--- config.mk ---
export PLATFORM = sky130hd
export DESIGN_NAME = pc_seq_unit
export DESIGN_NICKNAME = d
export VERILOG_FILES = /design/src/rtl/pcu_pkg.sv /design/src/rtl/pcu_cond.sv /design/src/rtl/pcu_target.sv /design/src/rtl/pcu_retstack.sv /design/src/rtl/pc_seq_unit.sv
export SDC_FILE = /design/constraint.sdc
export NUM_CORES = 1
export LEC_CHECK = 0
export BUFFER_PORTS_ARGS = -buffer_cell sky130_fd_sc_hd__buf_2
export CAP_MARGIN = 25
export CORE_MARGIN = 5
export CORE_UTILIZATION = 56
export DETAILED_ROUTE_END_ITERATION = 10
export PLACE_DENSITY = 0.86
export SLEW_MARGIN = 20
export SYNTH_ARGS = -nofsm -noshare
export SYNTH_HDL_FRONTEND = slang
export SYNTH_HIERARCHICAL = 1
export SYNTH_SLANG_ARGS = --single-unit
--- constraint.sdc ---
create_clock -name clk_i -period 3 [get_ports clk_i]
set_clock_uncertainty 0.15 [all_clocks]
set_input_delay 0.6 -clock clk_i [delete_from_list [all_inputs] [get_ports clk_i]]
set_output_delay 0.6 -clock clk_i [all_outputs]
set_load 0.02 [all_outputs]
--- src/rtl/pcu_pkg.sv ---
package pcu_pkg;

  typedef enum logic [2:0] {
    OP_JMP  = 3'd0,
    OP_JZ   = 3'd1,
    OP_JNZ  = 3'd2,
    OP_JN   = 3'd3,
    OP_JNN  = 3'd4,
    OP_CALL = 3'd5,
    OP_RET  = 3'd6,
    OP_NOP  = 3'd7
  } br_op_e;

endpackage

--- src/rtl/pcu_cond.sv ---
// Evaluates whether a relative transfer is taken.
module pcu_cond
  import pcu_pkg::*;
(
  input  logic [2:0] op_i,
  input  logic       flag_n_i,
  input  logic       flag_z_i,
  output logic       take_o
);

  br_op_e op;
  assign op = br_op_e'(op_i);

  always_comb begin
    unique case (op)
      OP_JMP:  take_o = 1'b1;
      OP_JZ:   take_o = flag_z_i;
      OP_JNZ:  take_o = ~flag_z_i;
      OP_JN:   take_o = flag_n_i;
      OP_JNN:  take_o = ~flag_n_i;
      OP_CALL: take_o = 1'b1;
      default: take_o = 1'b0;
    endcase
  end

endmodule

--- src/rtl/pcu_target.sv ---
// Relative target adder: pc + sign-extended offset, wrapping.
module pcu_target #(
  parameter int AW = 12,
  parameter int OW = 8
) (
  input  logic [AW-1:0] pc_i,
  input  logic [OW-1:0] ofs_i,
  output logic [AW-1:0] tgt_o,
  output logic [AW-1:0] seq_o
);

  logic [AW-1:0] ofs_ext;

  generate
    if (OW >= AW) begin : g_trunc
      assign ofs_ext = ofs_i[AW-1:0];
    end else begin : g_sext
      assign ofs_ext = {{(AW-OW){ofs_i[OW-1]}}, ofs_i};
    end
  endgenerate

  assign tgt_o = pc_i + ofs_ext;
  assign seq_o = pc_i + {{(AW-1){1'b0}}, 1'b1};

endmodule

--- src/rtl/pcu_retstack.sv ---
// Return-address stack. DEPTH must be a power of two.
module pcu_retstack #(
  parameter int AW    = 12,
  parameter int DEPTH = 16,
  localparam int IW   = $clog2(DEPTH),
  localparam int CW   = $clog2(DEPTH + 1)
) (
  input  logic          clk_i,
  input  logic          rst_i,
  input  logic          push_i,
  input  logic          pop_i,
  input  logic [AW-1:0] wdata_i,
  output logic [AW-1:0] top_o,
  output logic [CW-1:0] count_o,
  output logic          full_o,
  output logic          empty_o
);

  logic [AW-1:0] mem [DEPTH];
  logic [CW-1:0] count_q;
  logic [IW-1:0] wr_idx;
  logic [IW-1:0] rd_idx;
  logic          do_push;
  logic          do_pop;

  assign full_o  = (count_q == CW'(DEPTH));
  assign empty_o = (count_q == '0);
  assign do_push = push_i & ~full_o;
  assign do_pop  = pop_i & ~empty_o;
  assign wr_idx  = count_q[IW-1:0];
  assign rd_idx  = count_q[IW-1:0] - {{(IW-1){1'b0}}, 1'b1};

  // Storage carries no reset so it maps onto plain RAM.
  always_ff @(posedge clk_i) begin
    if (do_push) begin
      mem[wr_idx] <= wdata_i;
    end
  end

  assign top_o = mem[rd_idx];

  always_ff @(posedge clk_i) begin
    if (rst_i) begin
      count_q <= '0;
    end else if (do_push) begin
      count_q <= count_q + CW'(1);
    end else if (do_pop) begin
      count_q <= count_q - CW'(1);
    end
  end

  assign count_o = count_q;

endmodule

--- src/rtl/pc_seq_unit.sv ---
module pc_seq_unit
  import pcu_pkg::*;
#(
  parameter int AW    = 12,
  parameter int OW    = 8,
  parameter int DEPTH = 16,
  localparam int CW   = $clog2(DEPTH + 1)
) (
  input  logic          clk_i,
  input  logic          rst_i,
  input  logic          inc_i,
  input  logic          exec_i,
  input  logic [2:0]    op_i,
  input  logic [OW-1:0] ofs_i,
  input  logic          flag_n_i,
  input  logic          flag_z_i,
  output logic [AW-1:0] pc_o,
  output logic          stk_err_o
);

  logic [AW-1:0] pc_q;
  logic [AW-1:0] pc_d;
  logic          err_q;
  logic          err_d;
  logic [AW-1:0] tgt;
  logic [AW-1:0] seq;
  logic [AW-1:0] stk_top;
  logic [CW-1:0] stk_count;
  logic          stk_full;
  logic          stk_empty;
  logic          take;
  logic          is_call;
  logic          is_ret;
  br_op_e        op;

  assign op      = br_op_e'(op_i);
  assign is_call = exec_i & (op == OP_CALL);
  assign is_ret  = exec_i & (op == OP_RET);

  pcu_cond u_cond (
    .op_i     (op_i),
    .flag_n_i (flag_n_i),
    .flag_z_i (flag_z_i),
    .take_o   (take)
  );

  pcu_target #(.AW(AW), .OW(OW)) u_target (
    .pc_i  (pc_q),
    .ofs_i (ofs_i),
    .tgt_o (tgt),
    .seq_o (seq)
  );

  pcu_retstack #(.AW(AW), .DEPTH(DEPTH)) u_stack (
    .clk_i   (clk_i),
    .rst_i   (rst_i),
    .push_i  (is_call),
    .pop_i   (is_ret),
    .wdata_i (pc_q),
    .top_o   (stk_top),
    .count_o (stk_count),
    .full_o  (stk_full),
    .empty_o (stk_empty)
  );

  always_comb begin
    pc_d = pc_q;
    if (exec_i) begin
      if (op == OP_RET) begin
        pc_d = stk_empty ? pc_q : stk_top;
      end else if (take) begin
        pc_d = tgt;
      end
    end else if (inc_i) begin
      pc_d = seq;
    end
  end

  assign err_d = err_q | (is_call & stk_full) | (is_ret & stk_empty);

  always_ff @(posedge clk_i) begin
    if (rst_i) begin
      pc_q  <= '0;
      err_q <= 1'b0;
    end else begin
      pc_q  <= pc_d;
      err_q <= err_d;
    end
  end

  assign pc_o      = pc_q;
  assign stk_err_o = err_q;

endmodule

==> metrics.txt, run 1 <==
DR WL met3=2090 um; Clock Latency Late Sink=0.50 ns; number of max-slew violations in the final report=0; Pwr Density=619 nW/um2; timing-limited maximum frequency=343 MHz; maximum number of buffers from clock root to sink=3; Final setup viols=0; time the final worst path needs with I/O delays and setup=2.91 ns; type of the setup path with the least slack=flop to flop; maxcap violations=0; Startpoint Class=flop; DR WL met2=11100 um; clock root buffer master=sky130_fd_sc_hd__clkbuf_16; clk sink count=210; Yosys warning count=6; Core Region=17100 um2; number of storage elements in the synthesis netlist=210; Post-Route M1 WL=8570 um; DR pass1 iterations=8; die footprint=20000 um2; Port Buffer Count=29; antenna diode count=0; starting utilization of the core area=0.566; post-detail-place hpwl=14400 um; Clock Pin Slew Worst Setup and Hold Paths=0.06 ns; crit share post-route=0.972; average footprint of a synthesized cell=14.0 um2; Die X-Extent=142 um; async set or reset register ratio after synthesis=0; static leakage power=4.06 nW; Antenna Violating Nets Remaining=0; type of the worst min-delay path=input port to flop; Post-synth EDFFs=192; via density per instance=6.46; global-route wire length before repair=35900 um; area of the mapped netlist=9690 um2; total routing usage reported by global routing=0.230; capturing element type of the critical path=flop; overall routed net length=23000 um; TritonCTS buffer count=21; # H-tree levels=1; average wire per cell in the routed design=23.1 um; Die Height=142 um; worst-path fanout max=12; worst-case headroom to the max-slew limit=0.378; data required time of the worst path=3.27 ns; synthesized net count=733; number of vias in the routed layout=6426; cell count after placement=960; data arrival time of the worst path=3.18 ns; part of the Yosys area used for sequential elements=0.632; unique cell type count in the Yosys netlist=63; global placer's final weighted congestion=1.00; floorplan row count=48; area added between synthesis and finish=13.1%; final routed DRC violation total=0; DRC marker count from the first detailed-route iteration=849; highest ir drop seen on vdd=0.000393 V; Overflow after GRT=0; TritonCTS clock tree=built; I/O pin count=30; antenna violations before repair=0; count of nets after finishing=797; Tightest Pin Transition=0.930 ns; hold buffer count at cts=0; pin count of the biggest net entering global routing=43; most common flop cell mapped by yosys=sky130_fd_sc_hd__edfxtp_1; top routing layer in use=met4; number of post-CTS setup repair buffers=0; final hold vios=0; fin cells=994; RSZ-0062 raised after global routing=false; status=complete, no violations; final core utilization=0.641; cell count after synthesis=694; vias in the first global route=6406; layout cell share with drive strength beyond 1=0.228
-- worst paths after layout --
path / start / endpoint / slack (ns) / depth (start not counted)
hold reg to reg: stk_err_o / stk_err_o / 0.37 / 2
setup reg to reg: u_stack/count_o[1] / pc_o[2] / 0.09 / 10
setup / recovery: u_stack/count_o[1] / pc_o[2] / 0.09 / 10
hold / removal: rst_i / pc_o[8] / 0.37 / 2
-- what timing repair did --
action,4_1_cts,5_1_grt
resized for setup,1,9
setup endpoints to repair,1,5
pin swaps,0,1
-- flip-flops by register name, indices dropped and copies added, names as in the netlist --
signal	flops
pc_o	12
u_stack/count_o	5
u_stack/mem	192
stk_err_o	1
-- logic make-up after synthesis --
group	Yosys count	share of synthesized area
adders and majority gates	22	0.0299
xor gates and xnor gates	25	0.0253
buffers and inverters	58	0.0301
DFF	210	0.632
AOI/OAI and AO/OA	105	0.0860
muxes	48	0.0805
and+or+nand+nor	226	0.116
-- metal layers --
| metal | vias up | GRT usage |
|---|---|---|
| met5 | - | 0 |
| met4 | 0 | 0.108 |
| met3 | 76 | 0.0357 |
| met2 | 415 | 0.383 |
| met1 | 3163 | 0.299 |
| li1 | 2772 | - |
-- critical path: stages (launching register included) --
cell and delay [ns]:
sky130_fd_sc_hd__dfxtp_1 0.31, sky130_fd_sc_hd__inv_1 0.12, sky130_fd_sc_hd__ha_2 0.31, sky130_fd_sc_hd__buf_4 0.20, sky130_fd_sc_hd__and2_1 0.38, sky130_fd_sc_hd__a221oi_1 0.52
sky130_fd_sc_hd__a32o_1 0.27, sky130_fd_sc_hd__nand4b_1 0.11, sky130_fd_sc_hd__o211ai_1 0.12, sky130_fd_sc_hd__nand4_1 0.13, sky130_fd_sc_hd__a21oi_1 0.21
-- power breakdown --
group	internal, mW	total [mW]	switching [mW]
Combinational	0.400	1.08	0.681
Sequential	3.26	3.28	0.0181
Clock	1.37	2.43	1.06
-- metrics by stage --
step                setup TNS, ns  setup slack, ns  power [mW]  hold slack [ns]  area, um2
floorplan                       0           0.0482        4.04            0.317       9700
global placement          -0.0765          -0.0765        4.32            0.355      10300
detailed placement         -0.169           -0.163        4.38            0.373      10300
CTS                             0           0.0543        6.78            0.354      10900
global route                    0           0.0112        7.01            0.369      11000
finish                          0           0.0854        6.79            0.370      11000
-- cell usage in the layout, fill, tap and decap left out, drive strengths merged, types with 2 or more instances in the layout --
cell type,count
a211oi,2
ha,20
nand4b,12
or2,13
a221oi,12
a32o,12
a21o,6
nor2b,3
o21ai,19
xor2,9
edfxtp,192
buf,79
xnor2,16
o211ai,13
dfxtp,18
a21oi,28
or3,3
and3,4
nand2b,2
nand3,29
fa,2
inv,21
nor2,24
mux2i,24
nand4,16
nor3,5
mux4,24
clkbuf,23
o21bai,2
nand2,101
o211a,2
a2111oi,4
clkinv,9
and2,6
-- final cells by class --
| class | instances | area, um2 |
|---|---|---|
| clock buffer | 23 | 533 |
| clock inverter | 11 | 86.3 |
| fill | 1128 | 6150 |
| inverter | 20 | 75.1 |
| multi-input combinational | 426 | 3330 |
| sequential | 210 | 6130 |
| tap | 225 | 282 |
| timing repair buffer | 79 | 537 |
-- cells in the mapped netlist (7+ instances only) --
master                       n  area share
sky130_fd_sc_hd__buf_2      14      0.0072
sky130_fd_sc_hd__mux4_2     24       0.056
sky130_fd_sc_hd__nand4_1    16       0.010
sky130_fd_sc_hd__a21oi_1    26       0.013
sky130_fd_sc_hd__o211ai_1   12      0.0093
sky130_fd_sc_hd__inv_1      20      0.0077
sky130_fd_sc_hd__ha_1       20       0.026
sky130_fd_sc_hd__nand2_1   101       0.039
sky130_fd_sc_hd__edfxtp_1  192        0.59
sky130_fd_sc_hd__a221oi_2    7       0.011
sky130_fd_sc_hd__xor2_1      8      0.0072
sky130_fd_sc_hd__dfxtp_1    18       0.037
sky130_fd_sc_hd__mux2i_1    24       0.025
sky130_fd_sc_hd__nand4b_1   12       0.011
sky130_fd_sc_hd__xnor2_1    15       0.014
sky130_fd_sc_hd__or2_2      13      0.0084
sky130_fd_sc_hd__clkbuf_1   14      0.0054
sky130_fd_sc_hd__a32o_1     12       0.012
sky130_fd_sc_hd__nand3_1    29       0.015
sky130_fd_sc_hd__o21ai_1    12      0.0062
sky130_fd_sc_hd__nor2_1     24      0.0093
Note: power is estimated with default switching activity, not from simulation.
==> inputs of run 2 (changes only) <==
--- a/config.mk
+++ b/config.mk
@@ -7,8 +7,9 @@
 export LEC_CHECK = 0
 export BUFFER_PORTS_ARGS = -buffer_cell sky130_fd_sc_hd__buf_2
 export CAP_MARGIN = 25
-export CORE_MARGIN = 5
+export CORE_MARGIN = 3
 export CORE_UTILIZATION = 56
+export CTS_CLUSTER_DIAMETER = 150
 export DETAILED_ROUTE_END_ITERATION = 10
 export PLACE_DENSITY = 0.86
 export SLEW_MARGIN = 20
==> metrics.txt, run 2 (synthesized netlist as in run 1, its figures left out) <==
DRC marker count from the first detailed-route iteration=883; cell depth of the worst setup path=12; average wire per cell in the routed design=23.9 um; clk sink count=210; count of nets after finishing=796; starting utilization of the core area=0.578; TritonCTS buffer count=21; cell breakdown of the critical path=inv_1 -> buf_4 -> ha_2 -> xor2_4 -> buf_12 -> mux2i_1 -> a221oi_1 -> a32o_1 -> nand4b_1 -> o211ai_1 -> nand4_1 -> a21oi_1; Port Buffer Count=29; Overflow after GRT=0; hold slack final=0.378 ns; final core utilization=0.659; Clock Latency Late Sink=0.50 ns; post-detail-place hpwl=14200 um; Final setup viols=0; hold buffer count at cts=0; sequential cell area=6130 um2; commonest cells after routing, fill and taps aside=192 x sky130_fd_sc_hd__edfxtp_1, 100 x sky130_fd_sc_hd__nand2_1, 45 x sky130_fd_sc_hd__buf_4, 29 x sky130_fd_sc_hd__buf_2, 29 x sky130_fd_sc_hd__nand3_1; time the final worst path needs with I/O delays and setup=2.91 ns; timing-limited maximum frequency=343 MHz; end of the worst register-to-register path=pc_o[0]; total routing usage reported by global routing=0.248; PnR Total Power=6.90 mW; final routed DRC violation total=0; capturing element type of the critical path=flop; Core Region=16800 um2; crit share post-route=0.970; clock root buffer master=sky130_fd_sc_hd__clkbuf_16; die footprint=18900 um2; Die X-Extent=138 um; register-to-register setup slack=0.09 ns; area added between synthesis and finish=13.8%; Startpoint Class=flop; worst-case headroom to the max-slew limit=0.440; number of cells traversed by the worst hold path=2; TritonCTS clock tree=built; via density per instance=6.47; antenna violations before repair=0; data arrival time of the worst path=3.18 ns; maximum number of buffers from clock root to sink=3; multi-input combinational cell area=3360 um2; floorplan row count=47; pin count of the biggest net entering global routing=44; data required time of the worst path=3.27 ns; worst-path fanout max=22; number of post-CTS setup repair buffers=0; most common cell after layout, fill and taps aside=sky130_fd_sc_hd__edfxtp_1; type of the worst min-delay path=input port to flop; number of max-slew violations in the final report=0; critical path's largest stage delay=0.43 ns; vias in the first global route=6331; antenna diode count=0; Clock Pin Slew Worst Setup and Hold Paths=0.06 ns; final hold vios=0; number of vias in the routed layout=6391; maxcap violations=0; Max stage delay cell, worst path=sky130_fd_sc_hd__a221oi_1; Tightest Pin Transition=0.837 ns; Die Height=138 um; Pwr Density=625 nW/um2; number of cells traversed by the worst register-to-register path=12; Hold Crit Endpoint=pc_o[7]; # H-tree levels=1; status=complete, no violations; largest register by flop count=u_stack/mem; worst hold start=rst_i; source of the worst register-to-register timing path=u_stack/count_o[0]; highest ir drop seen on vdd=0.000379 V; placed inst area=10300 um2; layout cell share with drive strength beyond 1=0.233; overall routed net length=23600 um; type of the setup path with the least slack=flop to flop; design area=11000 um2; DR pass1 iterations=6; Fill cells=1088; static leakage power=4.10 nW; Buf/Inv on CP=3; global-route wire length before repair=35100 um; I/O pin count=30; global placer's final weighted congestion=0.889; Antenna Violating Nets Remaining=0; flip-flop count of the largest register, all copies and words added=192; dominant delay contributor by cell family on the critical path=compound AO/OA/AOI/OAI gates
run 2: power by group:
part | leakage [nW] | switching [mW] | total [mW] | internal, mW
sequential | 1.91 | 0.0180 | 3.28 | 3.26
clock | 0.311 | 1.05 | 2.50 | 1.45
combinational | 1.88 | 0.703 | 1.12 | 0.419
run 2: through the flow:
stage | setup TNS, ns | setup WS (ns) | instances
after global placement | -0.0717 | -0.0717 | 953
after floorplan | 0 | 0.0482 | 694
final | 0 | 0.0885 | 988
after detailed placement | -0.164 | -0.164 | 953
after CTS | 0 | 0.0213 | 987
after global routing | -0.0812 | -0.0637 | 988
run 2: area by class of cell:
type	instances	share of cell area
Sequential cell	210	0.555
Clock inverter	9	0.00862
Timing Repair Buffer	78	0.0515
Tap cell	220	0.0249
Inverter	20	0.00680
Clock buffer	25	0.0490
Multi-Input combinational cell	426	0.304
run 2: how the worst max path moves through the flow:
stage | slack [ns] | start | end
after floorplan | 0.05 | u_stack/count_o[0] | u_stack/count_o[4]
after global placement | -0.07 | ofs_i[0] | pc_o[8]
after detailed placement | -0.16 | ofs_i[0] | pc_o[8]
after CTS | 0.02 | u_stack/count_o[1] | u_stack/count_o[4]
after global routing | -0.06 | u_stack/count_o[0] | pc_o[11]
final | 0.09 | u_stack/count_o[0] | pc_o[0]
run 2: metal layers:
| layer | vias to the layer above | part of all wire | GRT usage |
|---|---|---|---|
| met3 | 80 | 0.091 | 0.0500 |
| met1 | 3126 | 0.36 | 0.311 |
| met2 | 396 | 0.51 | 0.417 |
| met4 | 0 | 0.047 | 0.113 |
| li1 | 2789 | - | - |
| met5 | - | 0 | 0 |
run 2: what timing repair did:
action	4_1_cts	5_1_grt
gates resized for setup	2	12
cloned	0	1
setup endpoints to repair	2	6
